`src/rtl/cq_pkg.sv`:
```
// Shared constants and the request record of the completion ring poster.
package cq_pkg;
    localparam int ENTRY_BYTES  = 16;
    localparam int ENTRY_BITS   = ENTRY_BYTES * 8;
    localparam int OFFSET_SHIFT = $clog2(ENTRY_BYTES);
    localparam int CID_W        = 16;
    localparam int SQID_W       = 16;
    localparam int SQHD_W       = 16;
    localparam int STATUS_W     = 15;
    localparam int HEAD_W       = 16;

    // One completion request as presented at the block's input.
    typedef struct packed {
        logic [31:0]         dw0;
        logic [SQID_W-1:0]   sqid;
        logic [SQHD_W-1:0]   sqhd;
        logic [CID_W-1:0]    cid;
        logic [STATUS_W-1:0] status;
    } cq_req_t;
endpackage

```
`src/rtl/cq_ring_ctrl.sv`:
```
// Ring pointer keeper: owns the tail slot, the phase and the host head.
// Assumes RING_SLOTS >= 2. Head values at or beyond RING_SLOTS are dropped.
// Full means one more record would land on the host head.
module cq_ring_ctrl #(
    parameter int RING_SLOTS = 8,
    localparam int IDX_W     = (RING_SLOTS > 2) ? $clog2(RING_SLOTS) : 1
) (
    input  logic                   clk,
    input  logic                   rst_n,
    input  logic                   init,
    input  logic                   advance,
    input  logic                   head_wr_valid,
    input  logic [cq_pkg::HEAD_W-1:0] head_wr_value,
    output logic [IDX_W-1:0]       tail,
    output logic                   phase,
    output logic [IDX_W-1:0]       head,
    output logic                   full
);
    localparam logic [IDX_W-1:0] LAST_SLOT = IDX_W'(RING_SLOTS - 1);

    logic [IDX_W-1:0] tail_q, head_q, tail_next;
    logic             phase_q;
    logic             head_in_range;

    // Slot after the current tail, wrapping at the ring size.
    always_comb tail_next = (tail_q == LAST_SLOT) ? '0 : tail_q + 1'b1;

    // Only heads that name an existing slot are taken.
    always_comb head_in_range = (32'(head_wr_value) < RING_SLOTS);

    // Tail and phase move on each allocated slot; phase inverts on wrap.
    always_ff @(posedge clk) begin
        if (!rst_n || init) begin
            tail_q  <= '0;
            phase_q <= 1'b1;
        end else if (advance) begin
            tail_q <= tail_next;
            if (tail_q == LAST_SLOT)
                phase_q <= ~phase_q;
        end
    end

    // Host head register, written by legal head updates.
    always_ff @(posedge clk) begin
        if (!rst_n || init)
            head_q <= '0;
        else if (head_wr_valid && head_in_range)
            head_q <= IDX_W'(head_wr_value);
    end

    // Outputs to the rest of the poster.
    always_comb begin
        tail  = tail_q;
        phase = phase_q;
        head  = head_q;
        full  = (tail_next == head_q);
    end
endmodule

```
`src/rtl/cq_entry_pack.sv`:
```
// Record builder: lays a request and the phase bit out as a 16-byte record.
// Purely combinational; the second dword is always zero.
module cq_entry_pack (
    input  cq_pkg::cq_req_t                 req,
    input  logic                            phase,
    output logic [cq_pkg::ENTRY_BITS-1:0]   entry
);
    logic [31:0] dw [4];

    // Assemble each dword of the record.
    always_comb begin
        dw[0] = req.dw0;
        dw[1] = '0;
        dw[2] = {req.sqid, req.sqhd};
        dw[3] = {req.status, phase, req.cid};
    end

    // Concatenate the dwords, lowest address first.
    for (genvar i = 0; i < 4; i++) begin : g_dw
        assign entry[i*32 +: 32] = dw[i];
    end
endmodule

```
`src/rtl/cq_wr_stage.sv`:
```
// Memory-write holding stage: one record register with a valid/ready port.
// A flush drops a pending record. The posted pulse follows each taken write.
module cq_wr_stage #(
    parameter int ADDR_W = 64
) (
    input  logic                          clk,
    input  logic                          rst_n,
    input  logic                          flush,
    input  logic                          load,
    input  logic [ADDR_W-1:0]             load_addr,
    input  logic [cq_pkg::ENTRY_BITS-1:0] load_data,
    output logic                          mem_valid,
    input  logic                          mem_ready,
    output logic [ADDR_W-1:0]             mem_addr,
    output logic [cq_pkg::ENTRY_BITS-1:0] mem_data,
    output logic                          posted,
    output logic                          busy
);
    logic                          valid_q;
    logic [ADDR_W-1:0]             addr_q;
    logic [cq_pkg::ENTRY_BITS-1:0] data_q;

    // Hold a record until the memory side takes it.
    always_ff @(posedge clk) begin
        if (!rst_n || flush) begin
            valid_q <= 1'b0;
        end else if (load) begin
            valid_q <= 1'b1;
        end else if (mem_ready) begin
            valid_q <= 1'b0;
        end
    end

    // Capture address and record on load.
    always_ff @(posedge clk) begin
        if (!rst_n) begin
            addr_q <= '0;
            data_q <= '0;
        end else if (load) begin
            addr_q <= load_addr;
            data_q <= load_data;
        end
    end

    // One-cycle notice after each write the memory side takes.
    always_ff @(posedge clk) begin
        if (!rst_n) posted <= 1'b0;
        else        posted <= valid_q && mem_ready;
    end

    // Port outputs and the stall towards the request side.
    always_comb begin
        mem_valid = valid_q;
        mem_addr  = addr_q;
        mem_data  = data_q;
        busy      = valid_q && !mem_ready;
    end
endmodule

```
`src/rtl/cq_poster.sv`:
```
// Completion ring poster top. It accepts completion requests, packs them
// with the phase, and issues writes at base + slot*16. It refuses requests
// while the ring is full or the write port is stalled. Assumes the host
// reports only heads it has consumed up to.
module cq_poster #(
    parameter int RING_SLOTS = 8,
    parameter int ADDR_W     = 64,
    localparam int IDX_W     = (RING_SLOTS > 2) ? $clog2(RING_SLOTS) : 1
) (
    input  logic                 clk,
    input  logic                 rst_n,
    input  logic                 ring_init,
    input  logic [ADDR_W-1:0]    ring_base,
    input  logic                 req_valid,
    output logic                 req_ready,
    input  logic [31:0]          req_dw0,
    input  logic [15:0]          req_sqid,
    input  logic [15:0]          req_sqhd,
    input  logic [15:0]          req_cid,
    input  logic [14:0]          req_status,
    input  logic                 head_wr_valid,
    input  logic [15:0]          head_wr_value,
    output logic                 mem_valid,
    input  logic                 mem_ready,
    output logic [ADDR_W-1:0]    mem_addr,
    output logic [127:0]         mem_data,
    output logic                 posted
);
    import cq_pkg::*;

    logic [IDX_W-1:0]      tail_idx, head_idx;
    logic                  cur_phase, ring_full, wr_busy, accept;
    cq_req_t               req;
    logic [ENTRY_BITS-1:0] entry;
    logic [ADDR_W-1:0]     slot_addr;

    // Gather request fields into the shared record type.
    always_comb begin
        req.dw0    = req_dw0;
        req.sqid   = req_sqid;
        req.sqhd   = req_sqhd;
        req.cid    = req_cid;
        req.status = req_status;
    end

    // Ready unless initialising, full, or the write port is stalled.
    always_comb begin
        req_ready = !ring_init && !ring_full && !wr_busy;
        accept    = req_valid && req_ready;
        slot_addr = ring_base + (ADDR_W'(tail_idx) << OFFSET_SHIFT);
    end

    cq_ring_ctrl #(.RING_SLOTS(RING_SLOTS)) ring_i (
        .clk(clk), .rst_n(rst_n), .init(ring_init), .advance(accept),
        .head_wr_valid(head_wr_valid), .head_wr_value(head_wr_value),
        .tail(tail_idx), .phase(cur_phase), .head(head_idx), .full(ring_full)
    );

    cq_entry_pack pack_i (
        .req(req), .phase(cur_phase), .entry(entry)
    );

    cq_wr_stage #(.ADDR_W(ADDR_W)) wr_i (
        .clk(clk), .rst_n(rst_n), .flush(ring_init), .load(accept),
        .load_addr(slot_addr), .load_data(entry),
        .mem_valid(mem_valid), .mem_ready(mem_ready),
        .mem_addr(mem_addr), .mem_data(mem_data),
        .posted(posted), .busy(wr_busy)
    );
endmodule

```
`config.mk`:
```
export PLATFORM = sky130hd
export DESIGN_NAME = cq_poster
export DESIGN_NICKNAME = d
export VERILOG_FILES = /design/src/rtl/cq_pkg.sv /design/src/rtl/cq_ring_ctrl.sv /design/src/rtl/cq_entry_pack.sv /design/src/rtl/cq_wr_stage.sv /design/src/rtl/cq_poster.sv
export SDC_FILE = /design/constraint.sdc
export NUM_CORES = 1
export LEC_CHECK = 0
export ABC_AREA = 1
export BUFFER_PORTS_ARGS = -buffer_cell sky130_fd_sc_hd__buf_2
export CORE_AREA = 2 2 144 146
export CTS_CLUSTER_DIAMETER = 80
export DETAILED_ROUTE_END_ITERATION = 8
export DIE_AREA = 0 0 146 148
export GPL_ROUTABILITY_DRIVEN = 0
export PLACE_DENSITY = 0.73
export RECOVER_POWER = 25
export SYNTH_ARGS = -nofsm -noshare
export SYNTH_HDL_FRONTEND = slang
export SYNTH_SLANG_ARGS = --single-unit
```
`constraint.sdc`:
```
create_clock -name clk -period 2.3 [get_ports clk]
set_clock_uncertainty 0.05 [all_clocks]
set_input_delay 0 -clock clk [delete_from_list [all_inputs] [get_ports clk]]
set_output_delay 0 -clock clk [all_outputs]
set_load 0.01 [all_outputs]
```
==> summary.md, run 1 <==
For the worst-skew pair, the clock arrives at the later sink with an insertion delay of 0.42 ns. For this run, the number of Yosys warnings is 0. For the sequential-to-total area share from yosys stat, the log shows 0.4010. The critical path goes through buf_4 -> ha_2 -> ha_4 -> inv_1 -> nand2_1 -> nand2_1 -> nor2_1 -> nand2_2 -> nand3_4 -> clkinv_8 -> buf_16 -> o21ai_0 -> a21oi_1.

The worst endpoint data arrival time is 2.53 ns. The via count of the first global-routing pass is 9646. The critical path's largest stage delay is 0.33 ns, and the initial core utilization is 0.4210. After layout, the minimum clock period comes to 2.271 ns.

Data on the critical path is required at its endpoint by 2.56 ns. The worst hold path belongs to the class primary input to flip-flop. The final layout contains routed wiring with a total length of 32.84 mm. The leakage power figure was 5.911 nW. In the routed design, unresolved DRC markers number 0. The tools report the met2 routing resource usage after global routing as 0.4611. All-layer global routing usage: 0.2738. TritonCTS built the clock tree.

Power after layout: 7.467 mW. For this design the ratio of total power to cell area is 578.2 nW/um^2. The clock passes through at most 2 buffers. The type of the setup path with the least slack was flip-flop to flip-flop.

The run gives 0 as the max-capacitance violation count. The worst setup path is launched from a flip-flop. The number of clock buffers added by TritonCTS is 17. The most numerous cell type found on the critical path is nand2_1. After clock tree synthesis, the clock-pin slew on the worst setup and hold paths is 0.08 ns. The busiest layer in global routing was met2.

The maximum fanout along the worst path was 16; the timing-limited maximum frequency was 440.3 MHz. The layout cell share with drive strength beyond 1 was 0.2000. In the final routed layout, each cell accounts on average for 15.78 um. For the number of hold-slack violations in the final timing report, the log shows 0. In this run, synthesis produced a sequential element count of 169. The worst-case headroom to the max-slew limit is 0.5583, and the number of endpoints failing setup at the final stage is 0. The logs give 1 for the initial antenna violation count and 52 for the count of standard-cell rows.

The logs give 4 for the level count of the clock H-tree and 10425 for the count of vias placed by the detailed router. Adding up every negative setup slack in the final design gives 0 ns. The ratio of routed vias to standard cells was 5.010; the count of port buffers added during placement was 343. The number of standard cells after synthesis was 1279. The logs give 0.3252 for the met1 track demand over resource and 818 for the detailed router's first-iteration violation count.

The share of the cycle needed by the critical path after routing was 0.9875; the number of routed nets with antenna violations was 0. Entering global routing, the biggest net connects 88 pins. For the final core utilization, the log shows 0.6444.

The max-slew violation count came out at 0. The area added between synthesis and finish is 53.06%. For the worst vdd rail ir drop, the log shows 0.5963 mV. The width of the die works out to 146 um. Clock tree synthesis found a total of 169 sinks. The worst hold path was traced through 5 stages. 376 I/O pins were placed. After synthesis, the netlist uses 29 different library cells. The HPWL reported at the end of detailed placement is 21.07 mm.

The tools report the core area as 20040 sq um. The tools report the met3 routing resource usage after global routing as 0.07809. The transition time of the tightest slew-check pin works out to 0.6565 ns.

The run finished with clean final reports. In this run the cell area of the synthesized design comes to 8437 sq um. The synthesized area divided by synthesized cell count came out at 6.596 sq um.

The cell at the slowest stage of the critical path was dfxtp_2. The root buffer selected by CTS was clkbuf_16. The capturing element type of the critical path was a flip-flop. Die footprint: 21610 sq um. The first detailed-routing pass ran for 7 iterations. The tools report the wire length of the first global-routing pass as 47.92 mm.

The floorplan step set the die height to 148 um. The final layout contains 1984 nets. The worst register-to-register path has a depth of 13.

Summed over all layers, the global routing overflow is 0.
-- sequential cells by signal, summed over array words and instances, names as in the netlist --
register / flops
wr_i.mem_data: 96
wr_i.mem_addr: 64
ring_i.head: 3
ring_i.tail: 3
ring_i.phase: 1
wr_i.mem_valid: 1
wr_i.posted: 1
-- cells in the mapped netlist --
library cell,n,area share
nor2_1,130,0.058
xor2_1,18,0.019
nand3b_1,2,0.0018
buf_2,14,0.0083
or2_2,2,0.0015
and2_1,1,0.00074
dfxtp_1,169,0.40
inv_1,134,0.060
nand2_1,423,0.19
inv_2,1,0.00044
or2_0,1,0.00074
a21oi_1,162,0.096
xnor2_1,12,0.012
clkbuf_2,1,0.00059
nor3_1,3,0.0018
o21bai_1,3,0.0027
nor2_2,5,0.0037
nand3_2,1,0.0012
ha_1,5,0.0074
o21ai_0,41,0.024
clkbuf_1,23,0.010
nand3_1,52,0.031
buf_4,34,0.030
nor4_1,2,0.0015
nand2_2,2,0.0015
conb_1,1,0.00044
buf_6,12,0.016
fa_1,1,0.0024
nand4_1,24,0.018
-- repair_timing --
action                     4_1_cts  5_1_grt
cloned                           0        8
hold buffers                   168        0
setup endpoints to repair        1      154
hold endpoints to repair       166        0
setup buffers                    0        7
resized for setup                2       55
pin swaps                        0        4
-- per-layer routing --
layer  part of all wire  routed length, um
met1               0.40              13270
met2               0.47              15300
met3              0.084               2772
met4              0.046               1508
met5                  0                  0
-- path summary, 6_finish.rpt --
check                                   startpoint            endpoint  slack (ns)
worst max-delay path                ring_i.tail[0]   wr_i.mem_addr[54]        0.03
worst min-delay path                  ring_base[6]    wr_i.mem_addr[6]        0.06
worst max register to register      ring_i.tail[0]   wr_i.mem_addr[54]        0.03
worst min register to register  wr_i.mem_data[102]  wr_i.mem_data[102]        0.42
-- cell families after synthesis --
group	count (synthesis)	synth area share
AND/OR/NAND/NOR	648	0.3091
buffers and inverters	219	0.1255
AO/OA/AOI/OAI	206	0.1231
flip-flops	169	0.4010
XOR/XNOR	30	0.03114
adder cells (fa/ha/maj)	6	0.009788
other	1	0.0004445
-- area by class of cell --
type	instances	area, sq um
clock inverters	15	180.2
fillers	1732	7126
clock buffers	17	425.4
repair buffers	551	3861
diodes	1	2.502
multi-input cells	922	4189
flip-flops and latches	169	3385
repair inverters	1	11.26
inverters	135	521.8
well taps	270	337.8
-- cells in the final DEF (no fill, tap or decap), types with 4 or more instances in the layout --
cell	instances
buf_12	4
nand2_1	420
o21ai_1	25
clkbuf_1	82
buf_16	4
xor2_1	16
a21oi_1	160
inv_1	132
xnor2_1	12
nor2_2	5
nand4_1	24
nand2_2	5
buf_6	4
buf_4	20
conb_1	32
clkinv_8	6
buf_2	261
nand3_1	52
dlygate4sd3_1	168
clkbuf_16	23
dfxtp_1	168
o21ai_0	16
inv_8	4
nor2_1	128
-- through the flow --
step | setup slack [ns] | area, sq um | cells | hold slack, ns
detailed placement | 0.02048 | 10340 | 1865 | 0.1979
floorplan | 0.2617 | 8553 | 1310 | 0.07274
CTS | 0.02966 | 12640 | 2065 | 0.01652
finish | 0.02881 | 12910 | 2081 | 0.06306
global route | -0.05697 | 12910 | 2081 | 0.05985
global placement | 0.1023 | 10340 | 1865 | 0.1868
-- worst max-delay path: cells and delay by family, from the launching register on --
family	cells	cell delay, ns
DFF	1	0.33
adders and majority gates	2	0.45
buffers and inverters	4	0.52
AOI/OAI and AO/OA	2	0.27
and+or+nand+nor	5	0.55
-- power breakdown --
| part | internal [mW] | total (mW) | switching [mW] |
|---|---|---|---|
| combinational | 0.632 | 1.39 | 0.756 |
| clock | 1.48 | 2.91 | 1.43 |
| sequential | 3.09 | 3.17 | 0.0861 |
(Power assumes the default switching activity.)
==> run 2, diff against run 1 <==
--- a/config.mk
+++ b/config.mk
@@ -13,7 +13,7 @@
 export DIE_AREA = 0 0 146 148
 export GPL_ROUTABILITY_DRIVEN = 0
 export PLACE_DENSITY = 0.73
-export RECOVER_POWER = 25
+export RECOVER_POWER = 50
 export SYNTH_ARGS = -nofsm -noshare
 export SYNTH_HDL_FRONTEND = slang
 export SYNTH_SLANG_ARGS = --single-unit
==> run 2 against run 1 <==
Effect of this change: critical path depth is the same; global-route usage is the same; core utilization shrank 0.50 points; hold slack lost 0.0059 ns; sequential power is essentially flat; non-clock buffer count is the same; design area shrank 0.78%; count of clock-buffer cells in the layout is the same; setup slack lost 0.0059 ns; fmax shrank 0.26%; wire length grew 0.25%; critical path type unchanged; largest power group unchanged.
==> summary.md, run 2 (synthesis gave the netlist of run 1 again) <==
The logs give 9646 (unchanged) for the via count of the first global-routing pass and 0.42 ns (about the same) for the insertion delay to the later sink of the worst-skew pair. Among cell families on the critical path, the largest total delay comes from simple AND/OR/NAND/NOR gates. The total power per unit cell area came out at 581.3 nW/um^2 (+0.54%). The number of top-level pins was 376 (unchanged); the layout cell share with drive strength beyond 1 was 0.1558 (-0.04420).

The transition time of the tightest slew-check pin works out to 0.6713 ns (+0.01480 ns). The met3 routing resource usage after global routing is 0.07809 (unchanged), and the worst vdd rail ir drop is 0.6003 mV (+0.67%). The max-slew violation count came out at 0 (unchanged). The number of flip-flops under the largest register name was 96 (unchanged).

The detailed router's first-iteration violation count is 819 (+0.12%), and the number of hold-slack violations in the final timing report is 0 (unchanged). The share of the cycle needed by the critical path after routing was 0.9900 (+0.002557); the initial antenna violation count was 1 (unchanged). The shortest period the worst path allows works out to 2.277 ns (+0.005881 ns).

After global routing, the most crowded layer is met2. Traced cell by cell, the critical path runs through buf_4 -> ha_2 -> ha_4 -> inv_1 -> nand2_1 -> nand2_1 -> nor2_1 -> nand2_2 -> nand3_4 -> clkinv_8 -> buf_16 -> o21ai_0 -> a21oi_1. The logs give 1984 (unchanged) for the final layout net count and 0.5483 (-0.009957) for the worst-case headroom to the max-slew limit. The total clock sinks is 169 (unchanged), and the final hold slack is 0.05716 ns (-0.005901 ns). TritonCTS built the clock tree. The width of the die came out at 146 um (unchanged). The leakage power figure is 5.587 nW (-5.5%), and the average detailed-routed wire length per instance is 15.82 um (+0.25%).

The logs give 21.07 mm (unchanged) for the HPWL reported at the end of detailed placement and 0.3252 (unchanged) for the met1 track demand over resource. The count of vias placed by the detailed router was 10475 (+0.48%); the routed wire length was 32.93 mm (+0.25%). The initial core utilization came out at 0.4210 (unchanged).

For the wire length of the first global-routing pass, the log shows 47.92 mm (unchanged). The ratio of routed vias to standard cells works out to 5.034 (+0.48%). The root buffer selected by CTS was clkbuf_16. Number of buffers and inverters on the critical path: 4 (unchanged). The level count of the clock H-tree is 4 (unchanged).

The maximum number of buffers from clock root to sink came out at 2 (unchanged). The max-capacitance violation count is 0 (unchanged). For the DRC violations left, the log shows 0 (unchanged). The core area is 20040 sq um (unchanged).

The logs give 0.02292 ns (-0.005881 ns) for the post-layout worst setup margin and 0.4611 (unchanged) for the met2 routing resource usage after global routing. The worst register-to-register path begins at ring_i.tail[0]. The slowest stage of the critical path belongs to the cell dfxtp_2. The critical path in this run is classified as flip-flop to flip-flop. The number of routed nets with antenna violations is 0 (unchanged), and the first-pass detailed-route iteration total is 6 (-1). The worst endpoint data arrival time was 2.54 ns (about the same); the final instance area was 12810 sq um (-0.78%).

STA classifies the critical path endpoint as a flip-flop. The run finished with clean final reports. Leaving out fill and tap cells, the most frequent cell in the layout is nand2_1. The tools report the total CTS buffers as 17 (unchanged). The die footprint is 21610 sq um (unchanged), and the CTS clock-pin slew for the worst setup and hold paths is 0.07 ns (about the same).

Start point of the critical path: ring_i.tail[0]. The critical path's largest stage delay is 0.33 ns (about the same). The power after layout is 7.449 mW (-0.24%).

Total placed instance area: 10340 sq um (unchanged). The largest net degree at the start of global routing was 88 (unchanged); the die outline height was 148 um (unchanged). The count of standard-cell rows came out at 52 (unchanged). The tools report the all-layer global routing usage as 0.2738 (unchanged). The cell occurring most often along the worst timing path was nand2_1. The type of the worst min-delay path was primary input to flip-flop. The count of port buffers added during placement is 343 (unchanged), and the maximum fanout along the worst path is 16 (unchanged).

The nature of the critical path startpoint is a flip-flop. The library cells used most frequently in the layout, excluding fill and tap cells, are nand2_1 (420), buf_2 (181), dlygate4sd3_1 (168), dfxtp_1 (168), clkbuf_1 (162). The number of endpoints failing setup at the final stage was 0 (unchanged). The run gives 0.02048 ns (unchanged) as the pre-CTS worst setup slack. The logs give 2.56 ns (about the same) for the required time at the endpoint of the critical path and 0 ns (unchanged) for the final sum of negative setup slack. The run gives 0 (unchanged) as the residual overflow from global routing. In this run the most critical hold path is launched from ring_base[6]. The timing-limited maximum frequency is 439.2 MHz (-0.26%). From synthesis to final layout, the design area changed by 51.88%.
==> run 2: cell count changes in the layout (fill, tap and decap cells not counted) <==
cell / change
clkbuf_1: +80
buf_2: -80
==> run 2: per-layer routing <==
| layer | wire length [um] | part of all wire |
|---|---|---|
| met1 | 13120 | 0.40 |
| met2 | 15400 | 0.47 |
| met3 | 2933 | 0.089 |
| met4 | 1471 | 0.045 |
| met5 | 0 | 0 |
==> run 2: area by class of cell <==
class | instances | area (sq um)
diodes | 1 | 2.502
clock buffers | 17 | 425.4
clock inverters | 15 | 180.2
fillers | 1778 | 7226
inverters | 135 | 521.8
multi-input cells | 922 | 4189
flip-flops and latches | 169 | 3385
well taps | 270 | 337.8
repair buffers | 551 | 3761
repair inverters | 1 | 11.26
==> run 2: per-stage QoR <==
step,utilization,std cells
finish,0.6394,2081
global placement,0.5160,1865
global route,0.6394,2081
floorplan,-,1310
CTS,0.6307,2065
detailed placement,0.5160,1865
==> run 2: path summary, 6_finish.rpt <==
| kind | slack (ns) | end | cells past startpoint |
|---|---|---|---|
| worst max-delay path | 0.02 | wr_i.mem_addr[54] | 13 |
| worst min register to register | 0.42 | wr_i.mem_data[104] | 2 |
| worst min-delay path | 0.06 | wr_i.mem_addr[6] | 5 |
| worst max register to register | 0.02 | wr_i.mem_addr[54] | 13 |
==> run 2: worst reg2reg max path, delay by kind of cell, from the launching register on <==
family | cells | cell delay [ns]
adders and majority gates | 2 | 0.45
and+or+nand+nor | 5 | 0.55
buffers and inverters | 4 | 0.53
AOI/OAI and AO/OA | 2 | 0.27
DFF | 1 | 0.33
==> run 2: what timing repair did <==
action,CTS,global route
hold buffers,168,0
hold endpoints to repair,166,0
endpoints found under the setup margin,1,154
resized for setup,2,55
setup buffers,0,7
pin swaps,0,4
gates cloned,0,8
==> run 2: power by group <==
group	leakage, nW	switching (mW)	internal [mW]
Clock	0.295	1.43	1.48
Combinational	3.91	0.756	0.610
Sequential	1.39	0.0881	3.09
